**config.mk**
```make
export PLATFORM = sky130hd
export DESIGN_NAME = exu_slice
export DESIGN_NICKNAME = d
export VERILOG_FILES = /design/src/rtl/exu_pkg.sv /design/src/rtl/exu_carry_add.sv /design/src/rtl/exu_mask_logic.sv /design/src/rtl/exu_cond_gen.sv /design/src/rtl/exu_slice.sv
export SDC_FILE = /design/constraint.sdc
export NUM_CORES = 1
export LEC_CHECK = 0
export BUFFER_PORTS_ARGS = -buffer_cell sky130_fd_sc_hd__buf_2
export CORE_MARGIN = 2
export CORE_UTILIZATION = 54
export CTS_CLUSTER_DIAMETER = 60
export DETAILED_ROUTE_END_ITERATION = 16
export PLACE_DENSITY = 0.88
export RECOVER_POWER = 100
export SKIP_CTS_REPAIR_TIMING = 1
export SYNTH_ARGS = -nofsm -noshare
export SYNTH_HDL_FRONTEND = slang
export SYNTH_SLANG_ARGS = --single-unit
```
**constraint.sdc**
```tcl
create_clock -name clk -period 2.5 [get_ports clk]
set_input_delay 0.375 -clock clk [delete_from_list [all_inputs] [get_ports clk]]
set_output_delay 0.375 -clock clk [all_outputs]
set_load 0.03 [all_outputs]
```
**src/rtl/exu_pkg.sv**
```systemverilog
package exu_pkg;
  localparam int XLEN = 32;
  localparam int IMMW = 16;

  typedef enum logic [2:0] {
    OP_ADDM1 = 3'd0,
    OP_ADDZ  = 3'd1,
    OP_AND   = 3'd2,
    OP_ANDC  = 3'd3,
    OP_ANDI  = 3'd4,
    OP_ANDIS = 3'd5
  } exu_op_e;

  typedef enum logic [1:0] {
    MSK_AND   = 2'd0,
    MSK_ANDC  = 2'd1,
    MSK_IMMLO = 2'd2,
    MSK_IMMHI = 2'd3
  } msk_sel_e;

  function automatic logic op_is_known(input logic [2:0] op);
    return (op <= 3'd5);
  endfunction

  function automatic logic op_is_imm(input logic [2:0] op);
    return (op == OP_ANDI) || (op == OP_ANDIS);
  endfunction

  function automatic logic op_is_add(input logic [2:0] op);
    return (op == OP_ADDM1) || (op == OP_ADDZ);
  endfunction
endpackage

```
**src/rtl/exu_carry_add.sv**
```systemverilog
module exu_carry_add #(
  parameter int W = 32
) (
  input  logic [W-1:0] src,
  input  logic         cin,
  input  logic         add_ones,
  output logic [W-1:0] sum,
  output logic         cout
);
  localparam int SW = W + 1;

  logic [SW-1:0] ext_src;
  logic [SW-1:0] ext_cin;
  logic [SW-1:0] ext_k;
  logic [SW-1:0] total;

  always_comb begin
    ext_src = {1'b0, src};
    ext_cin = {{W{1'b0}}, cin};
    ext_k   = add_ones ? {1'b0, {W{1'b1}}} : '0;
    total   = ext_src + ext_cin + ext_k;
    sum     = total[W-1:0];
    cout    = total[SW-1];
  end
endmodule

```
**src/rtl/exu_mask_logic.sv**
```systemverilog
module exu_mask_logic #(
  parameter int W  = 32,
  parameter int IW = 16
) (
  input  logic [1:0]    sel,
  input  logic [W-1:0]  a,
  input  logic [W-1:0]  b,
  input  logic [IW-1:0] imm,
  output logic [W-1:0]  y
);
  import exu_pkg::*;
  localparam int PAD = W - IW;

  logic [W-1:0] imm_lo;
  logic [W-1:0] imm_hi;

  generate
    if (PAD > 0) begin : g_pad
      assign imm_lo = {{PAD{1'b0}}, imm};
      assign imm_hi = {imm, {PAD{1'b0}}};
    end else begin : g_nopad
      assign imm_lo = imm[W-1:0];
      assign imm_hi = imm[W-1:0];
    end
  endgenerate

  always_comb begin
    unique case (msk_sel_e'(sel))
      MSK_AND:   y = a & b;
      MSK_ANDC:  y = a & ~b;
      MSK_IMMLO: y = a & imm_lo;
      default:   y = a & imm_hi;
    endcase
  end
endmodule

```
**src/rtl/exu_cond_gen.sv**
```systemverilog
module exu_cond_gen #(
  parameter int W = 32
) (
  input  logic [W-1:0] res,
  input  logic         so,
  output logic [3:0]   cond
);
  logic is_zero;
  logic is_neg;

  always_comb begin
    is_zero = (res == '0);
    is_neg  = res[W-1];
    cond[3] = is_neg;
    cond[2] = !is_neg && !is_zero;
    cond[1] = is_zero;
    cond[0] = so;
  end
endmodule

```
**src/rtl/exu_slice.sv**
```systemverilog
module exu_slice
  import exu_pkg::*;
#(
  parameter int W  = XLEN,
  parameter int IW = IMMW
) (
  input  logic          clk,
  input  logic          rst_n,
  input  logic          issue_vld,
  input  logic [2:0]    op_sel,
  input  logic          record,
  input  logic [W-1:0]  opnd_a,
  input  logic [W-1:0]  opnd_b,
  input  logic [IW-1:0] imm,
  input  logic          carry_in,
  input  logic          so_in,
  output logic [W-1:0]  result,
  output logic          carry_out,
  output logic [3:0]    cond,
  output logic          cond_we,
  output logic          res_vld
);
  logic [W-1:0] add_sum;
  logic         add_cout;
  logic [W-1:0] msk_y;
  logic [1:0]   msk_sel;
  logic [3:0]   cond_nx;

  logic [W-1:0] res_d,  res_q;
  logic         ca_d,   ca_q;
  logic [3:0]   cnd_d,  cnd_q;
  logic         we_d,   we_q;
  logic         vld_q;

  exu_carry_add #(.W(W)) u_add (
    .src(opnd_a), .cin(carry_in), .add_ones(op_sel == OP_ADDM1),
    .sum(add_sum), .cout(add_cout)
  );

  assign msk_sel = (op_sel == OP_ANDC)  ? 2'd1 :
                   (op_sel == OP_ANDI)  ? 2'd2 :
                   (op_sel == OP_ANDIS) ? 2'd3 : 2'd0;

  exu_mask_logic #(.W(W), .IW(IW)) u_msk (
    .sel(msk_sel), .a(opnd_a), .b(opnd_b), .imm(imm), .y(msk_y)
  );

  exu_cond_gen #(.W(W)) u_cnd (
    .res(res_d), .so(so_in), .cond(cond_nx)
  );

  // next-state
  always_comb begin
    res_d = '0;
    ca_d  = carry_in;
    we_d  = 1'b0;
    if (op_is_add(op_sel)) begin
      res_d = add_sum;
      ca_d  = add_cout;
    end else if (op_is_known(op_sel)) begin
      res_d = msk_y;
    end
    if (op_is_imm(op_sel))        we_d = 1'b1;
    else if (op_is_known(op_sel)) we_d = record;
    cnd_d = we_d ? cond_nx : 4'b0000;
  end

  // registers
  always_ff @(posedge clk or negedge rst_n) begin
    if (!rst_n) begin
      res_q <= '0;
      ca_q  <= 1'b0;
      cnd_q <= 4'b0000;
      we_q  <= 1'b0;
      vld_q <= 1'b0;
    end else begin
      vld_q <= issue_vld;
      we_q  <= issue_vld & we_d;
      if (issue_vld) begin
        res_q <= res_d;
        ca_q  <= ca_d;
        cnd_q <= cnd_d;
      end
    end
  end

  assign result    = res_q;
  assign carry_out = ca_q;
  assign cond      = cnd_q;
  assign cond_we   = we_q;
  assign res_vld   = vld_q;


  cond_onehot_chk: assert property (@(posedge clk) disable iff (!rst_n)
    cond_we |-> ($countones(cond[3:1]) == 1));

  cond_zero_chk: assert property (@(posedge clk) disable iff (!rst_n)
    cond_we |-> (cond[1] == (result == '0)));

  logic_carry_chk: assert property (@(posedge clk) disable iff (!rst_n)
    (issue_vld && op_sel >= 3'd2 && op_sel <= 3'd5) |=> (carry_out == $past(carry_in)));

  imm_record_chk: assert property (@(posedge clk) disable iff (!rst_n)
    (issue_vld && (op_sel == 3'd4 || op_sel == 3'd5)) |=> cond_we);

  we_needs_vld_chk: assert property (@(posedge clk) disable iff (!rst_n)
    cond_we |-> res_vld);

  addz_wrap_chk: assert property (@(posedge clk) disable iff (!rst_n)
    (issue_vld && op_sel == 3'd1) |=> (!carry_out || result == '0));

  addm1_nocarry_chk: assert property (@(posedge clk) disable iff (!rst_n)
    (issue_vld && op_sel == 3'd0) |=> (carry_out || result == '1));
endmodule

```
==> out/metrics.cfg, run 1 <==
[outcome]
run_status=aborted with a tool error
lastStage=global routing
tool.error=[ERROR GRT-0232] Routing congestion too high. Check the congestion heatmap in the GUI.

[clock_tree]
cts_buffers=5
htree_num_levels=2
cts.sinks=39
clockBufferDepth=2
root_buffer=clkbuf_8

[logic_synthesis]
synth.largest_area_cell=dfrtp_1
synth_top_area_share=0.214
synth_compound_area_frac=0.267
synth_xor_xnor_area_share=0.0731
yosys_warnings=0
synth-adder-area-share=0.00549
seq_area_frac_synth=0.214
synthCells=621
synth_mux_area_frac=0.0376
synth_edf_count=0
synth-simple-area-share=0.341
synthesis.nets=712
synth_cell_types=73
ys_dominant_reg_cell=dfrtp_1
synth_top_family_by_area=simple AND/OR/NAND/NOR gates
synth_area_leaders=dfrtp_1 21%, xor2_1 4.8%, a21oi_1 4.0%
async_flop_share=1.00
syn_area_per_cell_um2=7.33
synth_area_mm2=0.00455
ys_ff_latch=39

[global_routing]
grt_use_total=0.803
overflow=101
grt_max_degree=78

[placement]
hpwlAfterDp_um=17300
portBuffers=127
dp_cells=983
place_congestion=1.13

[floorplan]
die_h_um=95.8
initial_core_util=0.557
num_rows=33
io_pins=128
die_width_um=95.8

[timing]
grt-worst-endpoint=cond[1]$_DFFE_PN0P_/D
worstEpCategory=sequential cell input

cells by family after synthesis:
group | Yosys count
compound gates | 177
xor+xnor | 38
fa+ha+maj | 2
buf+inv | 72
flops | 39
mux | 16
simple gates | 277
cells in the mapped netlist, drive strengths merged, types with 11 or more instances:
cell type and number:
nor2 48, clkbuf 46, nand2 45, dfrtp 39
a21oi 37, o21ai 30, nor4 26, nand3 25
nor3 25, xor2 25, or4 17, a31oi 16
a22oi 15, nand4 15, or3 15, inv 13
xnor2 13, buf 12, and4 11
routing by layer:
layer / track usage / GRT overflow
met4: 0.868 / 52
met3: 0.648 / 0
met1: 0.776 / 0
met2: 0.970 / 49
met5: 0.262 / 0
per-stage QoR:
| stage | hold slack [ns] | setup slack [ns] | cell area [um^2] | util |
|---|---|---|---|---|
| 3_3_place_gp | 0.461 | -1.23 | 6750 | 0.825 |
| 2_1_floorplan | 0.0794 | -1.27 | 4800 | - |
| 3_5_place_dp | 0.463 | -1.53 | 6750 | 0.825 |
| 4_1_cts | 0.223 | -1.46 | 6880 | 0.841 |
==> run 2: changes to the inputs <==
CORE_UTILIZATION = 39   (was 54)
CTS_CLUSTER_DIAMETER = default   (was 60)
PLACE_DENSITY = default   (was 0.88)
PLACE_DENSITY_LB_ADDON = 0.15   (was default)
==> run 2 against run 1 <==
- the flow now finishes, with violations (capacitance limit, slew limit, setup timing)
- synthesized cell count unchanged
- area after synthesis did not move
==> out/metrics.cfg, run 2 <==
[logic_synthesis]
synthesis.nets=712
seq_area_frac_synth=0.214
async_flop_share=1.00
ys_ff_latch=39
synth_area_leaders=dfrtp_1 21%, xor2_1 4.8%, a21oi_1 4.0%
synth_cell_types=73
synth.largest_area_cell=dfrtp_1
synth_top_area_share=0.214
syn_area_per_cell_um2=7.33
synth_common_cells=48 x nor2_1, 46 x clkbuf_1, 45 x nand2_1
synthCells=621
synth_most_common_cell=nor2_1
yosys_warnings=0
synth_edf_count=0
synth_area_mm2=0.00455
ys_dominant_reg_cell=dfrtp_1

[worst_setup_path]
arrival_ns=3.74
r2r_slack_ns=1.52
cp-start-kind=primary input
cp_max_fo=7
required_ns=2.67
r2r.worst_path.cells=3
end_kind=flip-flop
r2r_start=cond[2]
r2r-end=cond[2]
critPathKind=in2reg

[clock_tree]
htree_num_levels=2
cts_tree=built
cts.sinks=39
clk_latency_ns=0.28
root_buffer=clkbuf_16
clockBufferDepth=2
cts_buffers=5
path_clk_slew_ns=0.06

[floorplan]
num_rows=39
initial_core_util=0.399
placeableCoreArea_mm2=0.0114
io_pins=128
die_width_um=112
die_h_um=112
die-area_mm2=0.0126

[pwr]
clkPwrFrac=0.282
pwr-share-seq=0.278
p_switching_mw=0.980
internal-power_mw=1.66
p_sw_frac=0.371
leakage_nw=3.17
power_density_mw_per_mm2=352
ir_drop_uv=537
combPwrFrac=0.440

[timing]
hold_ws_ns=0.308
post-route-min-period_ns=3.57
maxSlewHeadroom=-0.341
fmax_mhz=280
slew_viol_final=40
hold_viol=0
rsz0062_at_grt=yes
min_period_over_period=1.43
setup_violations=31
worstMarginPinSlew_ns=2.01
setup_ws_ns=-1.07
clock_skew_ns=0

[outcome]
violations=capacitance limit, slew limit, setup timing
run_status=complete, but fails checks

[global_routing]
grt_pass1_vias=6289
grt_first_pass_wirelength_um=33700
grt_use_total=0.341
grt_max_degree=48
antenna_found_initial=0
overflow=0

[route]
drc=0
drtIter0Drc=585
dr.pass1.iters=5
detail_route.wirelength_um=22500
viasPerCell=6.12
ant_nets=0
vias=6439
wire_per_inst_um=21.4

[placement]
pre_cts_ws_ns=-1.36
place_congestion=1.02
portBuffers=127
hpwlAfterDp_um=17700

[flow_run]
maxCapViolations=1

[layout]
largest_reg_flops=32
antenna_cells=0
layout_commonest_cell=buf_4
nNetsFinal=999
fill_cells=1029
final_cell_mix=195 x buf_4, 85 x buf_2, 45 x nor2_1
area_delta_synth_final_pct=65.1
postLayoutCoreUtil=0.658
layout-drive-gt1-share=0.451

[worst_hold_path]
min_delay_path_depth=3
hold_path_end=cond[0]
hp-start=so_in
hold_path.class=in2reg

==> run 2: cell counts after synthesis <==
Identical to the previous run, type by type.
==> run 2: power by group through the flow <==
stage | sequential (mW) | clock (mW) | combinational (mW)
after floorplan | 0.872 | 0 | 0.425
after global placement | 0.738 | 0 | 1.08
after detailed placement | 0.741 | 0 | 1.09
after CTS | 0.732 | 0.758 | 1.09
after global routing | 0.741 | 0.788 | 1.24
final | 0.734 | 0.746 | 1.16
==> run 2: kinds of logic (layout without fill, tap and decap cells) <==
group / count (synthesis) / in the layout / synth area share
buffers and inverters: 72 / 360 / 0.0613
AOI/OAI and AO/OA: 177 / 177 / 0.267
muxes: 16 / 16 / 0.0376
xor gates and xnor gates: 38 / 38 / 0.0731
DFF: 39 / 39 / 0.214
and+or+nand+nor: 277 / 277 / 0.341
adders and majority gates: 2 / 2 / 0.00549
==> run 2: final cells by class <==
| cell class | count | area (um^2) | area share |
|---|---|---|---|
| flip-flops and latches | 39 | 976 | 0.130 |
| well taps | 143 | 179 | 0.0238 |
| repair buffers | 338 | 2230 | 0.297 |
| multi-input cells | 510 | 3910 | 0.519 |
| clock inverters | 2 | 35.0 | 0.00466 |
| clock buffers | 6 | 139 | 0.0185 |
| inverters | 14 | 52.6 | 0.00699 |
==> run 2: worst max-delay path: stages <==
cell and delay, ns:
buf_6 0.09, or3_4 0.43, xnor2_4 0.17, ha_4 0.16, a21o_1 0.12, ha_4 0.18, nand4_1 0.21, buf_4 0.21
nor4_4 0.35, buf_4 0.19, a31oi_1 0.06, or4b_1 0.51, o211a_1 0.14, nand4_1 0.11, nor4_1 0.06, and4_1 0.20
a31o_1 0.17
==> run 2: per-stage QoR <==
step                total power, mW  instances  instance area, um^2  setup TNS, ns
floorplan                      1.30        621                 4800         -14.97
global placement               1.81       1031                 6860         -21.81
detailed placement             1.83       1031                 6860         -23.46
CTS                            2.58       1039                 7040         -13.91
global route                   2.77       1052                 7520         -16.58
finish                         2.64       1052                 7520         -12.68
==> run 2: worst max path at each step <==
stage | startpoint | to | slack [ns] | cells past startpoint
final | op_sel[2] | cond[1] | -1.07 | 17
after global routing | op_sel[2] | cond[1] | -1.22 | 17
after CTS | op_sel[2] | cond[2] | -1.07 | 15
after detailed placement | op_sel[2] | cond[2] | -1.36 | 15
after global placement | op_sel[2] | cond[2] | -1.28 | 15
after floorplan | op_sel[2] | cond[2] | -1.27 | 17
==> run 2: layer usage <==
metal	track usage	vias up	routed length (um)
li1	-	2960	-
met1	0.428	3086	9180
met2	0.591	315	10700
met3	0.0491	78	1400
met4	0.133	0	1270
met5	0	-	0
Power figures use the tool's default switching activity.
==> run 3: changes to the inputs <==
BUFFER_PORTS_ARGS = default   (was -buffer_cell sky130_fd_sc_hd__buf_2)
DONT_BUFFER_PORTS = 1   (was default)
clock period = 4.5 ns   (was 2.5 ns; I/O delays follow)
==> run 3 against run 2 <==
- the flow now finishes without violations
- combinational power down 79%
- clock power decreased by 39%
- worst setup slack better by 1.5 ns
- critical path type unchanged
- largest cell class unchanged
==> out/metrics.cfg, run 3 (synthesized netlist as in run 2, its figures left out) <==
[outcome]
run_status=finished clean

[layout]
design_area_mm2=0.00479
area_delta_synth_final_pct=5.14
fill_cells=1251
largest_reg_flops=32
nNetsFinal=674
final_cell_mix=48 x nor2_1, 45 x nand2_1, 39 x dfrtp_1
layout-drive-gt1-share=0.0702
fin_cells=728
postLayoutCoreUtil=0.419
layout_commonest_cell=nor2_1

[global_routing]
grt_pass1_vias=5008
grt_use_total=0.300
grt_first_pass_wirelength_um=29700
overflow=0
grt_max_degree=80
antenna_found_initial=2

[timing]
hold_ws_ns=0.0876
setup_tns_ns=0
hold_viol=0
setup_ws_ns=0.453
fmax_mhz=247
maxSlewHeadroom=0.436
clock_skew_ns=0
worstMarginPinSlew_ns=0.846
min_period_over_period=0.899
setup_violations=0
rsz0062_at_grt=no
slew_viol_final=0
post-route-min-period_ns=4.05

[clock_tree]
path_clk_slew_ns=0.06
cts_buffers=5
cts_tree=built
clk_latency_ns=0.28
cts.sinks=39
clockBufferDepth=2
root_buffer=clkbuf_16
htree_num_levels=2

[route]
viasPerCell=7.06
detail_route.wirelength_um=19100
drtIter0Drc=656
dr.pass1.iters=5
drc=0
wire_per_inst_um=26.2
vias=5139
ant_nets=0

[placement]
placed_area_mm2=0.00462
hpwlAfterDp_um=14200
place_congestion=0.937
pre_cts_ws_ns=0.215
dp_cells=719
portBuffers=0

[floorplan]
die_width_um=112
num_rows=39
io_pins=128
die_h_um=112
die-area_mm2=0.0126
initial_core_util=0.399
placeableCoreArea_mm2=0.0114

[pwr]
ir_drop_uv=193
p_total_mw=1.19
power_density_mw_per_mm2=248
leakage_nw=1.66

[worst_setup_path]
r2r_start=cond[2]
r2r_slack_ns=3.41
arrival_ns=4.20
r2r.worst_path.cells=3
cp_max_fo=21
cp-start-kind=primary input
max_stage_delay_ns=0.54
end_kind=flip-flop
r2r-end=cond[2]
cp.buffers_inverters=1
cp_top_family=simple AND/OR/NAND/NOR gates
required_ns=4.65
cp_cell_sequence=or3_1 -> buf_4 -> xnor2_1 -> ha_1 -> nand4_1 -> or4_1 -> o22ai_1 -> o21ai_0 -> a2111oi_0 -> nand4_1 -> nor4_1 -> and4_1 -> a31oi_1
critPathSlowestCell=or4_1
critPathKind=in2reg
crit_top_cell=nand4_1

[worst_hold_path]
hold_path.class=in2async

[flow_run]
maxCapViolations=0

-- run 3: area by class of cell --
class | instances | area (um^2) | share of cell area
inverters | 14 | 52.6 | 0.0110
well taps | 143 | 179 | 0.0374
flip-flops and latches | 39 | 976 | 0.204
repair buffers | 13 | 75.1 | 0.0157
multi-input cells | 510 | 3310 | 0.692
clock buffers | 6 | 129 | 0.0269
diodes | 1 | 2.50 | 0.000523
clock inverters | 2 | 60.1 | 0.0125
-- run 3: per-layer routing --
| layer | track usage | wire length [um] | vias to the layer above |
|---|---|---|---|
| met1 | 0.375 | 7260 | 2456 |
| li1 | - | - | 2316 |
| met5 | 0 | 11 | - |
| met3 | 0.0810 | 2080 | 53 |
| met4 | 0.129 | 862 | 2 |
| met2 | 0.488 | 8850 | 312 |
-- run 3: where the power goes --
group / total, mW / internal, mW / switching (mW)
Combinational: 0.247 / 0.106 / 0.142
Sequential: 0.486 / 0.386 / 0.100
Clock: 0.453 / 0.318 / 0.136
Total: 1.19 / 0.809 / 0.378
-- run 3: worst max-delay path by stage --
stage                     startpoint       to  slack, ns  depth (start not counted)
after floorplan            op_sel[2]  cond[2]      0.005                         17
after detailed placement   op_sel[2]  cond[2]       0.21                         14
after CTS                  op_sel[2]  cond[2]       0.50                         14
after global placement     op_sel[2]  cond[1]       0.28                         14
after global routing       op_sel[2]  cond[2]       0.07                         14
final                      op_sel[2]  cond[2]       0.45                         13
